### config.mk
export PLATFORM = sky130hd
export DESIGN_NAME = ctl_ep_responder
export DESIGN_NICKNAME = d
export VERILOG_FILES = /design/src/rtl/ctl_ep_pkg.sv /design/src/rtl/ctl_ep_tick.sv /design/src/rtl/ctl_ep_stage.sv /design/src/rtl/ctl_ep_turnaround.sv /design/src/rtl/ctl_ep_responder.sv
export SDC_FILE = /design/constraint.sdc
export NUM_CORES = 1
export LEC_CHECK = 0
export ABC_CLOCK_PERIOD_IN_PS = 1700
export BUFFER_PORTS_ARGS = -buffer_cell sky130_fd_sc_hd__buf_4
export CAP_MARGIN = 0
export CORE_MARGIN = 2
export CORE_UTILIZATION = 52
export DETAILED_ROUTE_END_ITERATION = 16
export PLACE_DENSITY = 0.78
export SYNTH_ARGS = -nofsm -noshare
export SYNTH_HDL_FRONTEND = slang
export SYNTH_SLANG_ARGS = --single-unit
### constraint.sdc
create_clock -name clk -period 1.7 [get_ports clk]
set_input_delay 0.085 -clock clk [delete_from_list [all_inputs] [get_ports clk]]
set_output_delay 0.085 -clock clk [all_outputs]
set_load 0.01 [all_outputs]
### src/rtl/ctl_ep_pkg.sv
package ctl_ep_pkg;
  typedef enum logic [2:0] {
    EV_NONE  = 3'd0,
    EV_SETUP = 3'd1,
    EV_OUT   = 3'd2,
    EV_IN    = 3'd3,
    EV_DATA  = 3'd4,
    EV_ACK   = 3'd5
  } rx_ev_e;

  typedef enum logic [2:0] {
    RP_NONE  = 3'd0,
    RP_ACK   = 3'd1,
    RP_NAK   = 3'd2,
    RP_STALL = 3'd3,
    RP_DATA  = 3'd4
  } reply_e;

  typedef enum logic [2:0] {
    SG_IDLE   = 3'd0,
    SG_SETUP  = 3'd1,
    SG_DATA   = 3'd2,
    SG_SENT   = 3'd3,
    SG_STATUS = 3'd4
  } stage_e;
endpackage

### src/rtl/ctl_ep_tick.sv
module ctl_ep_tick #(
  parameter int CLKS_PER_HB = 1
) (
  input  logic clk,
  input  logic rst,
  input  logic restart,
  output logic hb_tick
);
  generate
    if (CLKS_PER_HB <= 1) begin : g_direct
      assign hb_tick = 1'b1;
    end else begin : g_div
      localparam int DW = $clog2(CLKS_PER_HB);
      localparam logic [DW-1:0] LAST = DW'(CLKS_PER_HB - 1);
      logic [DW-1:0] div_q;
      always_ff @(posedge clk) begin
        if (rst || restart) div_q <= '0;
        else if (div_q == LAST) div_q <= '0;
        else div_q <= div_q + 1'b1;
      end
      assign hb_tick = (div_q == LAST);
    end
  endgenerate
endmodule

### src/rtl/ctl_ep_stage.sv
module ctl_ep_stage
  import ctl_ep_pkg::*;
#(
  parameter int LEN_W = 7
) (
  input  logic             clk,
  input  logic             rst,
  input  logic             rx_valid,
  input  rx_ev_e           rx_ev,
  input  logic [LEN_W-1:0] rx_len,
  input  logic             rx_crc_ok,
  input  logic             fw_arm,
  input  logic [LEN_W-1:0] fw_len,
  output logic             dec_valid,
  output reply_e           dec_kind,
  output logic [LEN_W-1:0] dec_len,
  output logic             armed_q,
  output stage_e           stage_q,
  output logic             done_q
);
  logic [LEN_W-1:0] arm_len_q;
  stage_e           stage_d;
  logic             clr_arm;
  logic             fin;

  always_comb begin
    stage_d   = stage_q;
    dec_valid = 1'b0;
    dec_kind  = RP_NONE;
    dec_len   = '0;
    clr_arm   = 1'b0;
    fin       = 1'b0;
    if (rx_valid) begin
      unique case (rx_ev)
        EV_SETUP: stage_d = SG_SETUP;
        EV_DATA: begin
          if (rx_crc_ok && stage_q == SG_SETUP) begin
            dec_valid = 1'b1;
            dec_kind  = RP_ACK;
            clr_arm   = 1'b1;
            stage_d   = SG_DATA;
          end else if (rx_crc_ok && stage_q == SG_STATUS && rx_len == '0) begin
            dec_valid = 1'b1;
            dec_kind  = RP_ACK;
            fin       = 1'b1;
            stage_d   = SG_IDLE;
          end
        end
        EV_IN: begin
          if (stage_q == SG_IDLE) begin
            dec_valid = 1'b1;
            dec_kind  = RP_STALL;
          end else if (stage_q == SG_DATA || stage_q == SG_SENT) begin
            dec_valid = 1'b1;
            if (armed_q) begin
              dec_kind = RP_DATA;
              dec_len  = arm_len_q;
              stage_d  = SG_SENT;
            end else begin
              dec_kind = RP_NAK;
            end
          end
        end
        EV_OUT: begin
          if (stage_q == SG_DATA || stage_q == SG_SENT) stage_d = SG_STATUS;
        end
        EV_ACK: begin
          if (stage_q == SG_SENT) begin
            clr_arm = 1'b1;
            stage_d = SG_DATA;
          end
        end
        default: ;
      endcase
    end
  end

  always_ff @(posedge clk) begin
    if (rst) begin
      stage_q   <= SG_IDLE;
      armed_q   <= 1'b0;
      arm_len_q <= '0;
      done_q    <= 1'b0;
    end else begin
      stage_q <= stage_d;
      done_q  <= fin;
      if (clr_arm && stage_q == SG_SETUP) begin
        armed_q <= 1'b0;
      end else if (fw_arm) begin
        armed_q   <= 1'b1;
        arm_len_q <= fw_len;
      end else if (clr_arm) begin
        armed_q <= 1'b0;
      end
    end
  end
endmodule

### src/rtl/ctl_ep_turnaround.sv
module ctl_ep_turnaround
  import ctl_ep_pkg::*;
#(
  parameter int LEN_W      = 7,
  parameter int LIM_FIXED  = 15,
  parameter int LIM_DETACH = 13
) (
  input  logic             clk,
  input  logic             rst,
  input  logic             cable_detach,
  input  logic             hb_tick,
  input  logic             cancel,
  input  logic             dec_valid,
  input  reply_e           dec_kind,
  input  logic [LEN_W-1:0] dec_len,
  input  logic             tx_ready,
  output logic             tx_req_q,
  output reply_e           tx_kind_q,
  output logic [LEN_W-1:0] tx_len_q,
  output logic             miss_q
);
  localparam int CW = $clog2(LIM_FIXED + 1);
  localparam logic [CW-1:0] LAST_FIX = CW'(LIM_FIXED - 1);
  localparam logic [CW-1:0] LAST_DET = CW'(LIM_DETACH - 1);

  logic             pend_q;
  reply_e           pend_kind_q;
  logic [LEN_W-1:0] pend_len_q;
  logic [CW-1:0]    cnt_q;
  logic [CW-1:0]    last_cnt;

  assign last_cnt = cable_detach ? LAST_DET : LAST_FIX;

  always_ff @(posedge clk) begin
    if (rst) begin
      pend_q      <= 1'b0;
      pend_kind_q <= RP_NONE;
      pend_len_q  <= '0;
      cnt_q       <= '0;
      tx_req_q    <= 1'b0;
      tx_kind_q   <= RP_NONE;
      tx_len_q    <= '0;
      miss_q      <= 1'b0;
    end else begin
      tx_req_q <= 1'b0;
      miss_q   <= 1'b0;
      if (cancel) begin
        pend_q      <= dec_valid;
        pend_kind_q <= dec_kind;
        pend_len_q  <= dec_len;
        cnt_q       <= '0;
      end else if (pend_q) begin
        if (tx_ready) begin
          tx_req_q  <= 1'b1;
          tx_kind_q <= pend_kind_q;
          tx_len_q  <= pend_len_q;
          pend_q    <= 1'b0;
        end else if (hb_tick) begin
          if (cnt_q >= last_cnt) begin
            pend_q <= 1'b0;
            miss_q <= 1'b1;
          end else begin
            cnt_q <= cnt_q + 1'b1;
          end
        end
      end
    end
  end
endmodule

### src/rtl/ctl_ep_responder.sv
module ctl_ep_responder
  import ctl_ep_pkg::*;
#(
  parameter int LEN_W       = 7,
  parameter int LIM_FIXED   = 15,
  parameter int LIM_DETACH  = 13,
  parameter int CLKS_PER_HB = 1
) (
  input  logic             clk,
  input  logic             rst,
  input  logic             cable_detach,
  input  logic             rx_valid,
  input  logic [2:0]       rx_pid,
  input  logic [LEN_W-1:0] rx_len,
  input  logic             rx_crc_ok,
  input  logic             fw_arm,
  input  logic [LEN_W-1:0] fw_len,
  input  logic             tx_ready,
  output logic             tx_req,
  output logic [2:0]       tx_kind,
  output logic [LEN_W-1:0] tx_len,
  output logic             armed,
  output logic [2:0]       stage,
  output logic             xfer_done,
  output logic             ta_err
);
  logic             hb_tick;
  logic             dec_valid;
  reply_e           dec_kind;
  logic [LEN_W-1:0] dec_len;
  stage_e           stage_w;
  reply_e           kind_w;

  ctl_ep_tick #(.CLKS_PER_HB(CLKS_PER_HB)) u_tick (
    .clk     (clk),
    .rst     (rst),
    .restart (rx_valid),
    .hb_tick (hb_tick)
  );

  ctl_ep_stage #(.LEN_W(LEN_W)) u_stage (
    .clk       (clk),
    .rst       (rst),
    .rx_valid  (rx_valid),
    .rx_ev     (rx_ev_e'(rx_pid)),
    .rx_len    (rx_len),
    .rx_crc_ok (rx_crc_ok),
    .fw_arm    (fw_arm),
    .fw_len    (fw_len),
    .dec_valid (dec_valid),
    .dec_kind  (dec_kind),
    .dec_len   (dec_len),
    .armed_q   (armed),
    .stage_q   (stage_w),
    .done_q    (xfer_done)
  );

  ctl_ep_turnaround #(
    .LEN_W      (LEN_W),
    .LIM_FIXED  (LIM_FIXED),
    .LIM_DETACH (LIM_DETACH)
  ) u_ta (
    .clk          (clk),
    .rst          (rst),
    .cable_detach (cable_detach),
    .hb_tick      (hb_tick),
    .cancel       (rx_valid),
    .dec_valid    (dec_valid),
    .dec_kind     (dec_kind),
    .dec_len      (dec_len),
    .tx_ready     (tx_ready),
    .tx_req_q     (tx_req),
    .tx_kind_q    (kind_w),
    .tx_len_q     (tx_len),
    .miss_q       (ta_err)
  );

  assign stage   = stage_w;
  assign tx_kind = kind_w;
endmodule

# Word-level counts from Yosys, hierarchy flattened

Cells that the tools add are included.

Bits of input ports: 24
Register bits after elaboration: 39
Word-level logic and storage cells: 89
Output and inout bits: 17

Muxes and demuxes: 36
Add/sub/neg operators: 1
Magnitude comparators: 1
Reductions and logical operators: 18
Bitwise operators: 6
Eq/ne operators: 15

Operator list:

| kind                                                  | number |
|---|---|
| two-way mux 3 bit                                     | 11 |
| two-way mux 7 bit                                     | 4 |
| two-way mux 1 bit                                     | 16 |
| case mux 3 bit (5 select lines)                       | 1 |
| == test 3 x 2 -> 1 bit, second input constant         | 4 |
| == test 3 bit, second input constant                  | 3 |
| inequality test 2 x 1 -> 1 bit, second input constant | 4 |
| AND reduction 8 bit                                   | 1 |
| OR reduction 4 bit                                    | 2 |
| zero test 7 bit                                       | 1 |
| == test 3 x 1 -> 1 bit, second input constant         | 2 |
| inverter 1 bit                                        | 6 |
| case mux 3 bit (2 select lines)                       | 1 |
| AND reduction 3 bit                                   | 2 |
| nonzero test 5 bit                                    | 1 |
| adder 4 x 1 -> 4 bit, second input constant           | 1 |
| >= comparator 4 bit                                   | 1 |
| logical AND 1 bit                                     | 4 |
| case mux 1 bit (2 select lines)                       | 2 |
| OR reduction 2 bit                                    | 2 |
| zero test 3 bit                                       | 1 |
| inequality test 3 x 1 -> 1 bit, second input constant | 1 |
| OR reduction 3 bit                                    | 1 |
| two-way mux 2 bit                                     | 1 |
| 4 further kinds                                       | 4 |

# Logic depth before layout (Yosys ltp)

Word-level depth: 8
Gate-level depth with buffers: 7
Mapped depth without buffers: 7

# Cells and area by module

A second synthesis with hierarchy kept.

Cell total of the unflattened synthesis: 208
Area total of the unflattened synthesis: 1826.8 sq um

Modules (own cells, without submodules):

| module            | area each (sq um) | seq. area each (sq um) | times used | cells an instance |
|---|---|---|---|---|
| ctl_ep_turnaround | 1058.5            | 540.5                  | 1          | 115 |
| ctl_ep_stage      | 757.0             | 240.2                  | 1          | 91 |
| ctl_ep_tick       | 11.3              | 0.0                    | 1          | 2 |

# Worst setup path after synthesis

OpenSTA, ideal clock, no wires.

Path type: flip-flop to flip-flop
From: register u_ta.cnt_q[1]
To: register u_ta.cnt_q[1]
Path buffers: 0
Setup time: 131 ps
Clock period less this slack: 1572 ps
Stages on the path, launching flop included: 8
Setup slack: 128 ps
Data required time: 1569 ps
Data arrival time: 1441 ps
Cells stage by stage: dfxtp_1 > inv_1 > ha_1 > nand2b_1 > a21oi_1 > nor3b_1 > mux2i_1 > nor3_1

Cells in the longest elaborated chain, start to end: 3
Elaborated cells on any way between the ends: 4
Those cells by class: 1 x add/sub; 1 x order compare; 1 x bitwise; 1 x reduce/logical

Ends and longest elaborated chain:

| what                                 | line                    | source |
|---|---|---|
| start: declaration                   | ctl_ep_turnaround.sv:29 | `logic [CW-1:0] cnt_q;` |
| start signal: assignment             | ctl_ep_turnaround.sv:63 | `cnt_q <= cnt_q + 1'b1;` |
| >= comparator 4 bit                  | ctl_ep_turnaround.sv:59 | `if (cnt_q >= last_cnt) begin` |
| inverter 1 bit (no source line)      | --                      |  |
| AND reduction 3 bit (no source line) | --                      |  |

Parallel ways exist; a longest one is shown, timed or not.
A chain may end at the register's enable or synchronous reset.

# Final worst setup path

From: register u_stage.stage_q[0]
To: register u_stage.arm_len_q[2]

Cells in the longest elaborated chain, start to end: 8
Elaborated cells on any way between the ends: 10
Those cells by class: 2 x eq/ne; 4 x mux; 1 x bitwise; 3 x reduce/logical

Ends and longest elaborated chain:

| what                                   | line                                   | source |
|---|---|---|
| start: declaration                     | ctl_ep_stage.sv:18                     | `output stage_e stage_q,` |
| start signal: assignment               | ctl_ep_stage.sv:85                     | `stage_q <= stage_d;` |
| == test 3 x 1 -> 1 bit                 | ctl_ep_stage.sv:37, ctl_ep_stage.sv:87 |  |
| logical AND 1 bit                      | ctl_ep_stage.sv:37                     | `if (rx_crc_ok && stage_q == SG_SETUP) begin` |
| two-way mux 1 bit                      | ctl_ep_stage.sv:37                     |  |
| case mux 1 bit (2 select lines)        | ctl_ep_stage.sv:34                     | `unique case (rx_ev)` |
| two-way mux 1 bit                      | ctl_ep_stage.sv:33                     | `if (rx_valid) begin` |
| logical AND 1 bit *                    | ctl_ep_stage.sv:87                     | `if (clr_arm && stage_q == SG_SETUP) begin` |
| inverter 1 bit (no source line) *      | --                                     |  |
| AND reduction 2 bit (no source line) * | --                                     |  |
| end signal: assignment                 | ctl_ep_stage.sv:91                     | `arm_len_q <= fw_len;` |
| end: declaration                       | ctl_ep_stage.sv:21                     | `logic [LEN_W-1:0] arm_len_q;` |

Mark *: on every way between the ends. The rest lies on a longest branch, timed or not.

==> impl_results.md <==
* Number of maximum-capacitance constraint violations at 0
* Relative max-transition margin at 59.0%
* Total routing usage reported by global routing at a little under a quarter
* NetSw at around 0.4 mW
* Unrepaired setup endpoints after global routing: no
* Pin count of the biggest net entering global routing at 32
* Hold violation count in the final report at 0
* Final-report setup violation count at 0
* H-Tree Depth at 2
* Post-placement cell count at 259
* Worst path required time at roughly 1.9 ns
* DRT iter0 DRCs at 43
* Summed negative setup slack over all endpoints at 0 ns
* Dominant cells by area after synthesis: sky130_fd_sc_hd__dfxtp_1, sky130_fd_sc_hd__nand2_1, sky130_fd_sc_hd__a21oi_1
* Setup slack, reg-to-reg at ~0.13 ns
* Part of the power in the clock network at between 30% and 40%
* Remaining number of nets flagged by the antenna check after routing at 0
* Min-delay src: rx_len[5]
* Netlist cell types at 43
* Register area share after synthesis at 47.8%
* Largest buffer count on any clock path at 2
* Commonest register cell after synthesis: sky130_fd_sc_hd__dfxtp_1
* Cells along the critical path: nor3b_4 -> nand2_1 -> o21ai_4 -> mux2i_1 -> nor2_1
* Reg clk slew, reported paths at 0.10 ns
* TritonCTS buffer count at 5
* Num Clock Sinks at 39
* Slowest library cell on the worst path: sky130_fd_sc_hd__dfxtp_1
* Drt first pass iters at 4
* Min cycle time layout at 1.57 ns
* Filler cells at 254
* Vias in the first global route at around 1500
* Crit Reg-Reg Endpoint: u_stage.arm_len_q[2]
* Number of remaining DRC errors at 0
* Peak ir drop on the vdd network at ~0.53 mV
* Largest area contributor in the synthesized netlist: sky130_fd_sc_hd__dfxtp_1
* Clock Tree Root: sky130_fd_sc_hd__clkbuf_4
* Number of rows in the core area at 20
* Most numerous cell types in the synthesized netlist: sky130_fd_sc_hd__dfxtp_1, sky130_fd_sc_hd__nand2_1, sky130_fd_sc_hd__a21oi_1, sky130_fd_sc_hd__nor2_1, sky130_fd_sc_hd__mux2i_1
* Total core area at ~0.0030 mm²
* Netlist area before placement at 0.00163 mm²
* Clock tree from TritonCTS: yes
* DIE AREA at ~0.0036 mm²
* DIE WIDTH at approximately 60 µm
* Sort of element at the end of the critical path: register
* Result of the run: complete, no violations
* Sink of the worst hold path: u_stage.done_q
* Initial antenna violation count at 0
* Wire length per cell at around 13 µm
* Flop and latch count out of synthesis at 39
* Initial cell density of the core at around 54%
* Fin crit share at about 92%
* Transition time at the pin with the least slew margin at around 0.61 ns
* Post-synthesis instance total at about 180
* Number of cells in the finished layout apart from fillers at between 200 and 300
* Global-route wire length before repair at 6120 µm
* Final Net Count at 256
* Reg2reg path depth at 5
* Class of the tightest hold or removal check: input pin to register
* Final instance area at about 0.0022 mm²
* Relative contribution of combinational cells to total power at 10.2%
* Startpoint type of the worst setup path: register
* Number of diodes at 0
* Power density over the cells at 861 mW/mm²
* Switching Fraction at about a fifth
* Count of warnings emitted by yosys at 0
* Share of layout cells above drive strength 1 at ~29%
* Area after detailed placement at ~0.002 mm²
* Kind of critical path: register to register
* Chip height at 60.0 µm
* Hpwl dp at 2680 µm
* Insertion delay to the later sink of the worst-skew pair at between 0.3 and 0.4 ns
* Part of the total power dissipated in sequential elements at roughly half
* Post-synth top area share at ~48%
* Most frequent cell after synthesis: sky130_fd_sc_hd__dfxtp_1
* Worst clock skew on the final layout at roughly 0.0083 ns
* Final number of max-transition violations at 0
* Async set-or-reset flop fraction in the synthesized netlist at 0%
* GP Congestion at just over 0.8
* Top achievable clock speed at 636 MHz
* Reg-to-reg critical path startpoint: u_stage.stage_q[0]
* Number of placed I/O pins at 41
* Via count at about 1500
* Mean instance size in the synthesized netlist at around 9.2 µm²
* Total wirelength of the detailed-routed design at between 3000 and 4000 µm
* Total chip power at 1.89 mW
* Slowest stage delay, CP at 0.43 ns
* Synthesized Nets at 204
* Count of flip-flops with a built-in enable after synthesis at 0
* Via count normalized by instance count at approximately 5.4
* Buffers added on ports at 40
* CP Max Fanout at 8
* Arr. time, crit path at 1.79 ns
* Final global-route overflow total at 0
* Area Growth Syn to Fin at 34.3%
* Internal power at ~1.5 mW
* Hold path cells at 4
* Cell leakage power at approximately 0.9 nW
## cell usage in the layout (no fill, tap or decap), drive strengths merged, types with 2 or more instances in the layout
| cell type | count |
|---|---|
| nor3b | 3 |
| ha | 2 |
| a32o | 2 |
| nand3 | 3 |
| nand3b | 2 |
| clkbuf | 6 |
| o21ai | 3 |
| dlygate4sd3 | 7 |
| a22o | 7 |
| buf | 46 |
| nor2 | 16 |
| mux2i | 8 |
| bufinv | 2 |
| a21oi | 17 |
| nor3 | 7 |
| dfxtp | 39 |
| nand2b | 3 |
| nor2b | 2 |
| xnor2 | 3 |
| nor4bb | 2 |
| nor4 | 2 |
| inv | 6 |
| nand2 | 26 |
## worst max-delay path by stage
stage	start	end
3_5_place_dp	u_ta.cnt_q[1]	u_ta.cnt_q[3]
4_1_cts	u_ta.cnt_q[1]	u_ta.cnt_q[3]
3_3_place_gp	u_stage.stage_q[2]	u_stage.arm_len_q[3]
5_1_grt	u_stage.stage_q[2]	u_stage.stage_q[1]
2_1_floorplan	u_ta.cnt_q[1]	u_ta.cnt_q[1]
6_report	u_stage.stage_q[0]	u_stage.arm_len_q[2]
## layout make-up
cell class	count	area, µm²	share of cell area (%)
Sequential cell	39	785	35.8
Inverter	6	22.5	1.03
Tap cell	44	55.1	2.51
Multi-Input combinational cell	125	813	37.1
Clock inverter	2	60.1	2.74
Timing Repair Buffer	53	415	18.9
Clock buffer	6	41.3	1.88
## critical path: cells and delay by family (launching register included)
| family | cells | cell delay [ns] |
|---|---|---|
| flops | 1 | 0.43 |
| simple gates | 3 | 0.48 |
| compound gates | 1 | 0.33 |
| mux | 1 | 0.23 |
## timing repair
| item | 4_1_cts | 5_1_grt |
|---|---|---|
| gates resized for setup | 0 | 6 |
| setup buffers | 0 | 1 |
| endpoints found under the hold margin | 7 | 0 |
| hold buffers | 7 | 0 |
| endpoints found under the setup margin | 0 | 13 |
## power by group through the flow
stage | Clock, mW | Sequential [mW] | Combinational, mW
after global placement | 0 | 0.967 | 0.168
after detailed placement | 0 | 0.968 | 0.174
after floorplan | 0 | 0.966 | 0.0947
final | 0.745 | 0.949 | 0.192
after CTS | 0.756 | 0.948 | 0.188
after global routing | 0.807 | 0.952 | 0.212
## cell families (layout without fill, tap and decap cells)
family                   Yosys count  in the layout  synth area share, %
AND/OR/NAND/NOR                   73             73                 23.2
multiplexers                       8              8                 4.90
flip-flops                        39             39                 47.8
adder cells (fa/ha/maj)            2              2                 1.53
buffers and inverters             14             67                 3.37
XOR/XNOR                           3              3                 1.61
AO/OA/AOI/OAI                     39             39                 17.5
## routing by layer
| layer | GRT usage (%) | wire (µm) | up-vias |
|---|---|---|---|
| met5 | 0 | 0 | - |
| met4 | 8.89 | 63 | 0 |
| met3 | 5.63 | 181 | 7 |
| met2 | 38.8 | 1920 | 47 |
| met1 | 26.8 | 1550 | 709 |
| li1 | - | - | 730 |
## stage by stage
stage / utilization (%) / hold WS (ns) / setup WS [ns]
detailed placement: 65.8 / 0.325 / 0.0536
global placement: 65.8 / 0.315 / 0.155
global route: 72.4 / 0.0388 / 0.00375
floorplan: - / 0.229 / 0.128
finish: 72.4 / 0.0320 / 0.128
CTS: 71.5 / 0.0253 / 0.0191
## registers in the layout, indices dropped and copies added (netlist names)
| name | flops |
|---|---|
| u_stage.arm_len_q | 7 |
| u_stage.armed_q | 1 |
| u_stage.done_q | 1 |
| u_stage.stage_q | 3 |
| u_ta.cnt_q | 4 |
| u_ta.miss_q | 1 |
| u_ta.pend_kind_q | 3 |
| u_ta.pend_len_q | 7 |
| u_ta.pend_q | 1 |
| u_ta.tx_kind_q | 3 |
| u_ta.tx_len_q | 7 |
| u_ta.tx_req_q | 1 |
Power figures use the tool's default switching activity.
